### src/rtl/fsr_pkg.sv
package fsr_pkg;

    localparam int unsigned WORD_W = 32;

    localparam int unsigned B_EOP   = 0;
    localparam int unsigned B_OPER  = 1;
    localparam int unsigned B_PROG  = 3;
    localparam int unsigned B_WRP   = 4;
    localparam int unsigned B_ALIGN = 5;
    localparam int unsigned B_SIZE  = 6;
    localparam int unsigned B_SEQ   = 7;
    localparam int unsigned B_MISS  = 8;
    localparam int unsigned B_FAST  = 9;
    localparam int unsigned B_RDP   = 14;
    localparam int unsigned B_OPTV  = 15;
    localparam int unsigned B_BSY1  = 16;
    localparam int unsigned B_BSY2  = 17;
    localparam int unsigned B_CFG   = 18;

    // Sticky, write-1-to-clear bits
    localparam logic [WORD_W-1:0] STICKY_MASK = 32'h0000_C3FB;

    typedef struct packed {
        logic done;
        logic op_err;
        logic prog_err;
        logic wrp_err;
        logic align_err;
        logic size_err;
        logic seq_err;
        logic miss_err;
        logic rd_prot;
        logic fast;
    } fsr_events_t;

    typedef struct packed {
        logic bsy1;
        logic bsy2;
        logic cfg;
    } fsr_busy_t;

endpackage

### src/rtl/fsr_event_map.sv
module fsr_event_map
    import fsr_pkg::*;
#(
    parameter int unsigned WIDTH = WORD_W
) (
    input  fsr_events_t      ev_i,
    input  logic             opt_sample_i,
    input  logic             opt_err_i,
    output logic [WIDTH-1:0] set_o,
    output logic             abort_o
);

    logic fast_cause;

    always_comb begin
        fast_cause = ev_i.wrp_err | ev_i.align_err | ev_i.size_err | ev_i.miss_err;
        abort_o    = ev_i.op_err | ev_i.prog_err | ev_i.seq_err | fast_cause;

        set_o          = '0;
        set_o[B_EOP]   = ev_i.done;
        set_o[B_OPER]  = ev_i.op_err;
        set_o[B_PROG]  = ev_i.prog_err;
        set_o[B_WRP]   = ev_i.wrp_err;
        set_o[B_ALIGN] = ev_i.align_err;
        set_o[B_SIZE]  = ev_i.size_err;
        set_o[B_SEQ]   = ev_i.seq_err;
        set_o[B_MISS]  = ev_i.miss_err;
        set_o[B_FAST]  = ev_i.fast & fast_cause;
        set_o[B_RDP]   = ev_i.rd_prot;
        set_o[B_OPTV]  = opt_sample_i & opt_err_i;
    end

endmodule

### src/rtl/fsr_busy_track.sv
module fsr_busy_track
    import fsr_pkg::*;
(
    input  logic      clk,
    input  logic      rst_n,
    input  logic      start_i,
    input  logic      bank_i,
    input  logic      first_word_i,
    input  logic      done_i,
    input  logic      abort_i,
    output fsr_busy_t busy_o
);

    fsr_busy_t busy_d, busy_q;
    logic      finish;

    always_comb begin
        finish      = done_i | abort_i;
        busy_d      = busy_q;
        if (start_i && !bank_i) busy_d.bsy1 = 1'b1;
        if (start_i &&  bank_i) busy_d.bsy2 = 1'b1;
        if (first_word_i)       busy_d.cfg  = 1'b1;
        if (finish) begin
            busy_d.bsy1 = 1'b0;
            busy_d.bsy2 = 1'b0;
            busy_d.cfg  = 1'b0;
        end
    end

    always_ff @(posedge clk or negedge rst_n) begin
        if (!rst_n) busy_q <= '0;
        else        busy_q <= busy_d;
    end

    assign busy_o = busy_q;

endmodule

### src/rtl/fsr_sticky_bank.sv
module fsr_sticky_bank #(
    parameter int unsigned      WIDTH = 32,
    parameter logic [WIDTH-1:0] MASK  = '1
) (
    input  logic             clk,
    input  logic             rst_n,
    input  logic [WIDTH-1:0] set_i,
    input  logic [WIDTH-1:0] clr_i,
    output logic [WIDTH-1:0] flags_o
);

    typedef struct packed {
        logic [WIDTH-1:0] flags;
    } sticky_t;

    sticky_t st_d, st_q;

    always_comb begin
        // set dominates over a simultaneous clear
        st_d.flags = ((st_q.flags & ~clr_i) | set_i) & MASK;
    end

    always_ff @(posedge clk or negedge rst_n) begin
        if (!rst_n) st_q <= '0;
        else        st_q <= st_d;
    end

    assign flags_o = st_q.flags;

endmodule

### src/rtl/flash_status_reg.sv
module flash_status_reg
    import fsr_pkg::*;
#(
    parameter int unsigned DATA_W = WORD_W
) (
    input  logic              clk,
    input  logic              rst_n,
    input  logic              opt_load_err_i,
    input  logic              op_start_i,
    input  logic              op_bank_i,
    input  logic              first_word_i,
    input  logic              op_done_i,
    input  logic              op_err_i,
    input  logic              prog_err_i,
    input  logic              wrp_err_i,
    input  logic              align_err_i,
    input  logic              size_err_i,
    input  logic              seq_err_i,
    input  logic              miss_err_i,
    input  logic              fast_mode_i,
    input  logic              rd_prot_err_i,
    input  logic              rderr_ie_i,
    input  logic              wr_en_i,
    input  logic [DATA_W-1:0] wr_data_i,
    output logic [DATA_W-1:0] rd_data_o,
    output logic              cfg_lock_o,
    output logic              irq_o
);

    typedef struct packed {
        logic init_pending;
    } top_state_t;

    top_state_t        st_d, st_q;
    fsr_events_t       ev;
    logic [DATA_W-1:0] set_vec;
    logic [DATA_W-1:0] clr_vec;
    logic [DATA_W-1:0] flags;
    logic              abort;
    fsr_busy_t         busy;

    always_comb begin
        st_d.init_pending = 1'b0;
        ev.done      = op_done_i;
        ev.op_err    = op_err_i;
        ev.prog_err  = prog_err_i;
        ev.wrp_err   = wrp_err_i;
        ev.align_err = align_err_i;
        ev.size_err  = size_err_i;
        ev.seq_err   = seq_err_i;
        ev.miss_err  = miss_err_i;
        ev.rd_prot   = rd_prot_err_i;
        ev.fast      = fast_mode_i;
        clr_vec      = wr_en_i ? wr_data_i : '0;
    end

    always_ff @(posedge clk or negedge rst_n) begin
        if (!rst_n) st_q <= '{init_pending: 1'b1};
        else        st_q <= st_d;
    end

    fsr_event_map #(.WIDTH(DATA_W)) i_map (
        .ev_i         (ev),
        .opt_sample_i (st_q.init_pending),
        .opt_err_i    (opt_load_err_i),
        .set_o        (set_vec),
        .abort_o      (abort)
    );

    fsr_sticky_bank #(.WIDTH(DATA_W), .MASK(DATA_W'(STICKY_MASK))) i_sticky (
        .clk     (clk),
        .rst_n   (rst_n),
        .set_i   (set_vec),
        .clr_i   (clr_vec),
        .flags_o (flags)
    );

    fsr_busy_track i_busy (
        .clk          (clk),
        .rst_n        (rst_n),
        .start_i      (op_start_i),
        .bank_i       (op_bank_i),
        .first_word_i (first_word_i),
        .done_i       (op_done_i),
        .abort_i      (abort),
        .busy_o       (busy)
    );

    always_comb begin
        rd_data_o         = flags;
        rd_data_o[B_BSY1] = busy.bsy1;
        rd_data_o[B_BSY2] = busy.bsy2;
        rd_data_o[B_CFG]  = busy.cfg;
        cfg_lock_o        = busy.cfg;
        irq_o             = flags[B_RDP] & rderr_ie_i;
    end

endmodule

### config.mk
export PLATFORM = sky130hd
export DESIGN_NAME = flash_status_reg
export DESIGN_NICKNAME = d
export VERILOG_FILES = /design/src/rtl/fsr_pkg.sv /design/src/rtl/fsr_event_map.sv /design/src/rtl/fsr_busy_track.sv /design/src/rtl/fsr_sticky_bank.sv /design/src/rtl/flash_status_reg.sv
export SDC_FILE = /design/constraint.sdc
export NUM_CORES = 1
export LEC_CHECK = 0
export CAP_MARGIN = 20
export CELL_PAD_IN_SITES_DETAIL_PLACEMENT = 0
export CELL_PAD_IN_SITES_GLOBAL_PLACEMENT = 1
export CORE_MARGIN = 2
export CORE_UTILIZATION = 17
export CTS_CLUSTER_DIAMETER = 150
export DETAILED_ROUTE_END_ITERATION = 8
export PLACE_DENSITY_LB_ADDON = 0.1
export SYNTH_ARGS = -nofsm -noshare
export SYNTH_HDL_FRONTEND = slang
export SYNTH_SLANG_ARGS = --single-unit
### constraint.sdc
create_clock -name clk -period 0.81 [get_ports clk]
set_input_delay 0.081 -clock clk [delete_from_list [all_inputs] [get_ports clk]]
set_output_delay 0.081 -clock clk [all_outputs]
set_load 0.02 [all_outputs]
==> results of run 1 <==
[Yosys cell counts]
master                     count
sky130_fd_sc_hd__a211oi_1      1
sky130_fd_sc_hd__or2b_1        1
sky130_fd_sc_hd__a21oi_1       1
sky130_fd_sc_hd__inv_1         1
sky130_fd_sc_hd__nor3_1        2
sky130_fd_sc_hd__dfstp_2       1
sky130_fd_sc_hd__dfrtp_1      14
sky130_fd_sc_hd__a21o_2        1
sky130_fd_sc_hd__buf_4        19
sky130_fd_sc_hd__clkbuf_1      1
sky130_fd_sc_hd__or4_4         2
sky130_fd_sc_hd__a21o_1        8
sky130_fd_sc_hd__and2_1        1
sky130_fd_sc_hd__nor2_1        1
sky130_fd_sc_hd__a22o_1        2
sky130_fd_sc_hd__nand2_1      11
sky130_fd_sc_hd__conb_1        1
[per-layer routing]
layer  wire [µm]  global-route usage  vias to the layer above
met5           0                   0                        -
met4           0             0.02614                        0
met3         149             0.01608                        0
met2        1006              0.1378                       39
met1         801              0.1046                      295
li1            -                   -                      310
[power groups by stage]
| stage | Clock (mW) | Combinational (mW) | Sequential (mW) |
|---|---|---|---|
| 3_5_place_dp | 0 | 0.502 | 0.831 |
| 4_1_cts | 0.636 | 0.517 | 0.826 |
| 5_1_grt | 0.679 | 0.587 | 0.828 |
| 6_report | 0.612 | 0.550 | 0.824 |
| 2_1_floorplan | 0 | 0.206 | 0.878 |
| 3_3_place_gp | 0 | 0.502 | 0.831 |
[layout make-up]
class	count	area share
sequential	15	0.2724
clock buffer	4	0.03258
timing repair buffer	60	0.4416
tap	50	0.04525
multi-input combinational	50	0.2054
inverter	1	0.002715
[worst max path at each step]
| stage | to | slack [ns] | depth (start not counted) |
|---|---|---|---|
| 2_1_floorplan | i_sticky.flags_o[9] | -0.13 | 2 |
| 3_3_place_gp | i_sticky.flags_o[9] | -0.60 | 3 |
| 3_5_place_dp | i_sticky.flags_o[9] | -0.62 | 3 |
| 4_1_cts | irq_o | -0.19 | 2 |
| 5_1_grt | irq_o | -0.19 | 2 |
| 6_report | rd_data_o[14] | -0.16 | 2 |
[state kept, by name, summed over array words and instances (netlist names)]
signal,cells
i_sticky.flags_o,11
i_busy.busy_o,3
st_q,1
[logic make-up after synthesis]
logic type | count (synthesis)
other cells | 1
compound gates | 13
simple gates | 18
flops | 15
buf+inv | 21
[timing repair]
action	4_1_cts	5_1_grt
gates resized for setup	125	7
hold buffers	0	0
buffers inserted	0	6
pin swaps	6	5
cloned	1	0
setup endpoints to repair	29	19
[per-stage QoR]
step                      worst slack [ns]  TNS (ns)  cell area, µm²
after floorplan                    -0.1329   -0.3397           788.3
after global placement             -0.6016    -8.609            1237
after detailed placement           -0.6179    -8.715            1237
after CTS                          -0.1901    -1.129            1319
after global routing               -0.1888    -1.632            1383
final                              -0.1598    -1.124            1383
==> impl_metrics.sql, run 1 <==
INSERT INTO impl_metrics (metric_group, metric, value, unit) VALUES
('setup_path', 'worst-r2r-cell-count', '3', ''),
('synthesis', 'synth_mux_area_frac', '0', ''),
('sta', 'max_freq', '1031', 'MHz'),
('die', 'initial_core_util', '0.1789', ''),
('power_and_ir_drop', 'combPwrFrac', '0.277', ''),
('setup_path', 'required', '0.73', 'ns'),
('finish', 'flow.area_growth_from_synthesis', '91.84', '%'),
('cts', 'clk-insertion-delay-late', '0.24', 'ns'),
('worst_hold_path', 'hold_path.startpoint', 'prog_err_i', ''),
('finish', 'fin_nets', '181', ''),
('setup_path', 'worst_path_cell_trace', 'buf_4 -> buf_6', ''),
('power_and_ir_drop', 'p_clk_frac', '0.308', ''),
('synthesis', 'synth-seq-area-share', '0.5226', ''),
('die', 'floorplan.die.width', '69.11', 'µm'),
('global_routing', 'first_global_vias', '634', ''),
('synthesis', 'post_synth_xor_area_fraction', '0', ''),
('setup_path', 'setup.worst_path.start', 'i_sticky.flags_o[14]', ''),
('die', 'core_area', '4029', 'µm²'),
('power_and_ir_drop', 'seqPwrFrac', '0.415', ''),
('finish', 'regArea', '376.6', 'µm²'),
('sta', 'worst_hold_slack', '0.03719', 'ns'),
('power_and_ir_drop', 'internal_power', '1.449', 'mW'),
('finish', 'commonest_non_fill_non_tap_cell_in_the_layout', 'sky130_fd_sc_hd__conb_1', ''),
('placement', 'gp_congestion', '0.6785', ''),
('sta', 'finalClockSkew', '0.00004127', 'ns'),
('synthesis', 'yosys_warnings', '0', ''),
('setup_path', 'path_class', 'register to output port', ''),
('power_and_ir_drop', 'total_power_consumption', '1.987', 'mW'),
('worst_hold_path', 'timing.hold.worst_endpoint', 'i_sticky.flags_o[3]', ''),
('sta', 'report.final.setup_viol', '18', ''),
('synthesis', 'synthesized_cell_area', '720.7', 'µm²'),
('routing', 'drt_drc_violations_left', '0', ''),
('global_routing', 'overflow', '0', ''),
('sta', 'period_share', '1.197', ''),
('setup_path', 'worst_r2r_startpoint', 'i_sticky.flags_o[14]', ''),
('finish', 'fillerInstances', '425', ''),
('routing', 'detailedRoute.firstIterationViolations', '26', ''),
('die', 'io_pins', '84', ''),
('finish', 'layout.cells.most_common_list', 'sky130_fd_sc_hd__conb_1, sky130_fd_sc_hd__buf_6, sky130_fd_sc_hd__clkdlybuf4s50_1', ''),
('finish', 'drive_gt1_frac', '0.3769', ''),
('synthesis', 'netlist_instances', '68', ''),
('cts', 'clock_tree.buffer_depth', '2', ''),
('finish', 'postLayoutCoreUtil', '0.3432', ''),
('global_routing', 'antenna_found_initial', '0', ''),
('synthesis', 'synth_top_cells_by_area', 'sky130_fd_sc_hd__dfrtp_1, sky130_fd_sc_hd__buf_4, sky130_fd_sc_hd__a21o_1, sky130_fd_sc_hd__nand2_1, sky130_fd_sc_hd__dfstp_2', ''),
('synthesis', 'post_synth_and_or_nand_nor_area_fraction', '0.1267', ''),
('routing', 'viasPerCell', '3.578', ''),
('cts', 'numCtsBuffers', '3', ''),
('die', 'dieHeight', '69.11', 'µm'),
('synthesis', 'compound_gate_portion_of_the_synthesized_area', '0.1372', ''),
('setup_path', 'path_max_fanout', '2', ''),
('synthesis', 'synth_area_leader_cell', 'sky130_fd_sc_hd__dfrtp_1', ''),
('setup_path', 'critical_path_max_stage_delay', '0.38', 'ns'),
('synthesis', 'largest_family_of_logic_cells_by_synthesized_area', 'buffers and inverters', ''),
('synthesis', 'yosys_register_bits', '15', ''),
('global_routing', 'grt_pass1_wl', '3125', 'µm'),
('cts', 'cts_root_buf', 'sky130_fd_sc_hd__clkbuf_8', ''),
('die', 'die-area', '4776', 'µm²'),
('setup_path', 'worst-endpoint-arrival', '0.89', 'ns'),
('power_and_ir_drop', 'switching_power', '537.6', 'µW'),
('status', 'outcome', 'finished, violations left', ''),
('sta', 'layout_setup_ws', '-0.1598', 'ns'),
('placement', 'buffer_ports.inserted', '44', ''),
('synthesis', 'syn-mean-instance-area', '10.60', 'µm²'),
('status', 'failed_checks', 'setup timing', ''),
('power_and_ir_drop', 'pwr_density_cell', '1437', 'nW/µm²'),
('placement', 'placed_cells_incl_taps', '169', ''),
('die', 'floorplan.rows', '23', ''),
('sta', 'finalCriticalPeriod', '0.9698', 'ns'),
('cts', 'cts.htree.levels', '1', ''),
('setup_path', 'setup.worst_path.end_class', 'output port', '');
Power figures use the tool's default switching activity.
==> run 2, diff against run 1 <==
--- a/config.mk
+++ b/config.mk
@@ -13,6 +13,7 @@
 export CTS_CLUSTER_DIAMETER = 150
 export DETAILED_ROUTE_END_ITERATION = 8
 export PLACE_DENSITY_LB_ADDON = 0.1
+export SLEW_MARGIN = 30
 export SYNTH_ARGS = -nofsm -noshare
 export SYNTH_HDL_FRONTEND = slang
 export SYNTH_SLANG_ARGS = --single-unit
==> results of run 2 <==
No change in the layout: final DEF, timing and power equal those of run 1.
==> run 3, diff against run 2 <==
--- a/config.mk
+++ b/config.mk
@@ -13,6 +13,7 @@
 export CTS_CLUSTER_DIAMETER = 150
 export DETAILED_ROUTE_END_ITERATION = 8
 export PLACE_DENSITY_LB_ADDON = 0.1
+export SETUP_SLACK_MARGIN = 0.2
 export SLEW_MARGIN = 30
 export SYNTH_ARGS = -nofsm -noshare
 export SYNTH_HDL_FRONTEND = slang
==> impl_metrics.sql, run 3 (synthesized netlist as in run 1, its figures left out) <==
INSERT INTO impl_metrics (metric_group, metric, value, unit) VALUES
('sta', 'finalClockSkew', '0.00008635', 'ns'),
('finish', 'layout.cells.most_common_list', 'sky130_fd_sc_hd__buf_6, sky130_fd_sc_hd__conb_1, sky130_fd_sc_hd__clkdlybuf4s50_1', ''),
('global_routing', 'grt_use_total', '0.08692', ''),
('setup_path', 'cp-start-kind', 'register', ''),
('power_and_ir_drop', 'p_clk_frac', '0.313', ''),
('routing', 'routed-via-count', '638', ''),
('setup_path', 'worst_r2r_endpoint', 'i_sticky.flags_o[9]', ''),
('finish', 'multi_input_area', '290.3', 'µm²'),
('power_and_ir_drop', 'sw_frac_of_total', '0.2748', ''),
('setup_path', 'crit_slowest_cell', 'sky130_fd_sc_hd__dfrtp_2', ''),
('sta', 'max_freq', '1014', 'MHz'),
('die', 'dieHeight', '69.11', 'µm'),
('finish', 'commonest_non_fill_non_tap_cell_in_the_layout', 'sky130_fd_sc_hd__buf_6', ''),
('global_routing', 'pin_count_of_the_biggest_net_entering_global_routing', '16', ''),
('sta', 'rsz0062_at_grt', 'true', ''),
('die', 'floorplan.rows', '23', ''),
('cts', 'cts_num_sinks', '15', ''),
('power_and_ir_drop', 'combPwrFrac', '0.261', ''),
('sta', 'finalCriticalPeriod', '0.9860', 'ns'),
('power_and_ir_drop', 'seqPwrFrac', '0.426', ''),
('sta', 'report.final.setup_viol', '17', ''),
('placement', 'buffer_ports.inserted', '44', ''),
('cts', 'cts.htree.levels', '1', ''),
('finish', 'fin_nets', '178', ''),
('power_and_ir_drop', 'pwr_density_cell', '1432', 'nW/µm²'),
('routing', 'ant_nets', '0', ''),
('routing', 'viasPerCell', '3.605', ''),
('cts', 'cts_root_buf', 'sky130_fd_sc_hd__clkbuf_8', ''),
('power_and_ir_drop', 'power_leakage', '0.6192', 'nW'),
('die', 'io_pins', '84', ''),
('die', 'die-area', '4776', 'µm²'),
('setup_path', 'timing.critical_path.to', 'irq_o', ''),
('die', 'initial_core_util', '0.1789', ''),
('status', 'failed_checks', 'setup timing', ''),
('setup_path', 'ff2ff_setup_slack', '-0.01', 'ns'),
('setup_path', 'setup.worst_path.start', 'i_sticky.flags_o[14]', ''),
('setup_path', 'path_class', 'register to output port', ''),
('setup_path', 'path_buf_inv', '1', ''),
('cts', 'clock_tree_from_tritoncts', 'built', ''),
('setup_path', 'path_depth', '2', ''),
('die', 'core_area', '4029', 'µm²'),
('finish', 'finalNonFillerCells', '177', ''),
('power_and_ir_drop', 'internal_power', '1.414', 'mW'),
('sta', 'period_share', '1.217', ''),
('routing', 'detailedRoute.firstIterationViolations', '12', ''),
('placement', 'hpwlAfterDp', '1521', 'µm'),
('routing', 'finalWirelength', '1977', 'µm'),
('power_and_ir_drop', 'switching_power', '535.8', 'µW'),
('power_and_ir_drop', 'ir_drop', '458.5', 'µV'),
('finish', 'fillerInstances', '421', ''),
('cts', 'numCtsBuffers', '3', ''),
('global_routing', 'first_global_vias', '633', ''),
('setup_path', 'worst-r2r-cell-count', '2', ''),
('sta', 'slew_violations', '0', ''),
('flow_run', 'maxCapViolations', '0', ''),
('die', 'floorplan.die.width', '69.11', 'µm'),
('setup_path', 'setup.worst_path.end_class', 'output port', ''),
('finish', 'largest_reg_flops', '11', ''),
('routing', 'wl_per_cell', '11.17', 'µm'),
('worst_hold_path', 'hold_path.startpoint', 'seq_err_i', ''),
('sta', 'layout_setup_ws', '-0.1760', 'ns'),
('cts', 'clk-insertion-delay-late', '0.24', 'ns'),
('setup_path', 'critical_path_max_stage_delay', '0.41', 'ns'),
('setup_path', 'worst_r2r_startpoint', 'i_sticky.flags_o[9]', ''),
('finish', 'flow.area_growth_from_synthesis', '88.89', '%'),
('cts', 'clkSlewWorstSetupHoldPaths', '0.06', 'ns'),
('placement', 'gp_congestion', '0.6859', ''),
('setup_path', 'required', '0.73', 'ns'),
('placement', 'placed_cells_incl_taps', '169', ''),
('cts', 'clock_tree.buffer_depth', '2', ''),
('sta', 'final_hold_viol_count', '0', ''),
('worst_hold_path', 'holdCritPathClass', 'primary input to register', ''),
('setup_path', 'path_max_fanout', '3', ''),
('finish', 'drive_gt1_frac', '0.4724', ''),
('status', 'outcome', 'finished, violations left', ''),
('setup_path', 'critical-path-top-delay-family', 'flip-flops', ''),
('global_routing', 'grt_pass1_wl', '3256', 'µm'),
('finish', 'regArea', '390.4', 'µm²'),
('routing', 'firstDrtPassIters', '2', ''),
('setup_path', 'worst_path_cell_trace', 'and2_4 -> buf_6', ''),
('finish', 'antenna-diode-count', '0', ''),
('routing', 'drt_drc_violations_left', '0', ''),
('global_routing', 'antenna_found_initial', '0', ''),
('setup_path', 'worst-endpoint-arrival', '0.91', 'ns'),
('global_routing', 'overflow', '0', ''),
('power_and_ir_drop', 'total_power_consumption', '1.949', 'mW');
-- run 3: cell count changes in the layout (fill, tap and decap cells not counted), sizes merged --
cell / change
clkdlybuf4s50: -1
clkinv: +1
buf: -1
dlygate4sd2: +1
bufbuf: -1
clkbuf: -2
-- run 3: worst reg2reg max path, cell delays in order, from the launching register on --
cell                      delay [ns]
sky130_fd_sc_hd__dfrtp_1        0.40
sky130_fd_sc_hd__buf_4          0.14
sky130_fd_sc_hd__a22o_1         0.18
-- run 3: metrics by stage --
step,area (µm²),hold slack [ns],util,setup WS (ns),setup TNS (ns)
CTS,1334,-0.00005171,0.3311,-0.1922,-1.282
global placement,1241,0.4366,0.3081,-0.5963,-8.455
floorplan,808.3,-0.2146,-,-0.1329,-0.3437
finish,1361,0.009225,0.3379,-0.1760,-1.098
detailed placement,1241,0.4321,0.3081,-0.6114,-8.579
global route,1361,-0.001245,0.3379,-0.2123,-1.593
-- run 3: power groups by stage --
stage | clock [mW] | combinational (mW) | sequential, mW
global route | 0.672 | 0.543 | 0.835
global placement | 0 | 0.497 | 0.834
finish | 0.611 | 0.509 | 0.830
detailed placement | 0 | 0.499 | 0.835
CTS | 0.643 | 0.505 | 0.830
floorplan | 0 | 0.209 | 0.885
-- run 3: per-layer routing --
layer,routed length [µm],GRT usage,vias to the layer above,part of all wire
met3,141,0.02193,4,0.071
met5,0,0,-,0
met1,828,0.1036,293,0.42
met2,971,0.1464,37,0.49
li1,-,-,304,-
met4,35,0.03922,0,0.018
-- run 3: repair_timing --
action                                  4_1_cts  5_1_grt
gates resized for setup                     134        4
pin swaps                                     8        2
endpoints found under the hold margin         1        1
endpoints found under the setup margin       30       30
setup buffers                                 3        1
-- run 3: how the worst min path moves through the flow --
stage	to	slack, ns	cells after the start
6_report	i_sticky.flags_o[7]	0.009	2
5_1_grt	i_sticky.flags_o[7]	-0.001	2
4_1_cts	i_sticky.flags_o[5]	-0.00005	2
3_5_place_dp	i_sticky.flags_o[9]	0.43	2
3_3_place_gp	i_sticky.flags_o[4]	0.44	2
2_1_floorplan	i_busy.busy_o[0]	-0.21	0
-- run 3: layout make-up --
type,instances,area share
clock buffers,3,0.03033
clock inverters,1,0.003676
inverters,1,0.002757
multi-input cells,50,0.2132
flip-flops and latches,15,0.2868
well taps,50,0.04596
repair buffers,57,0.4173
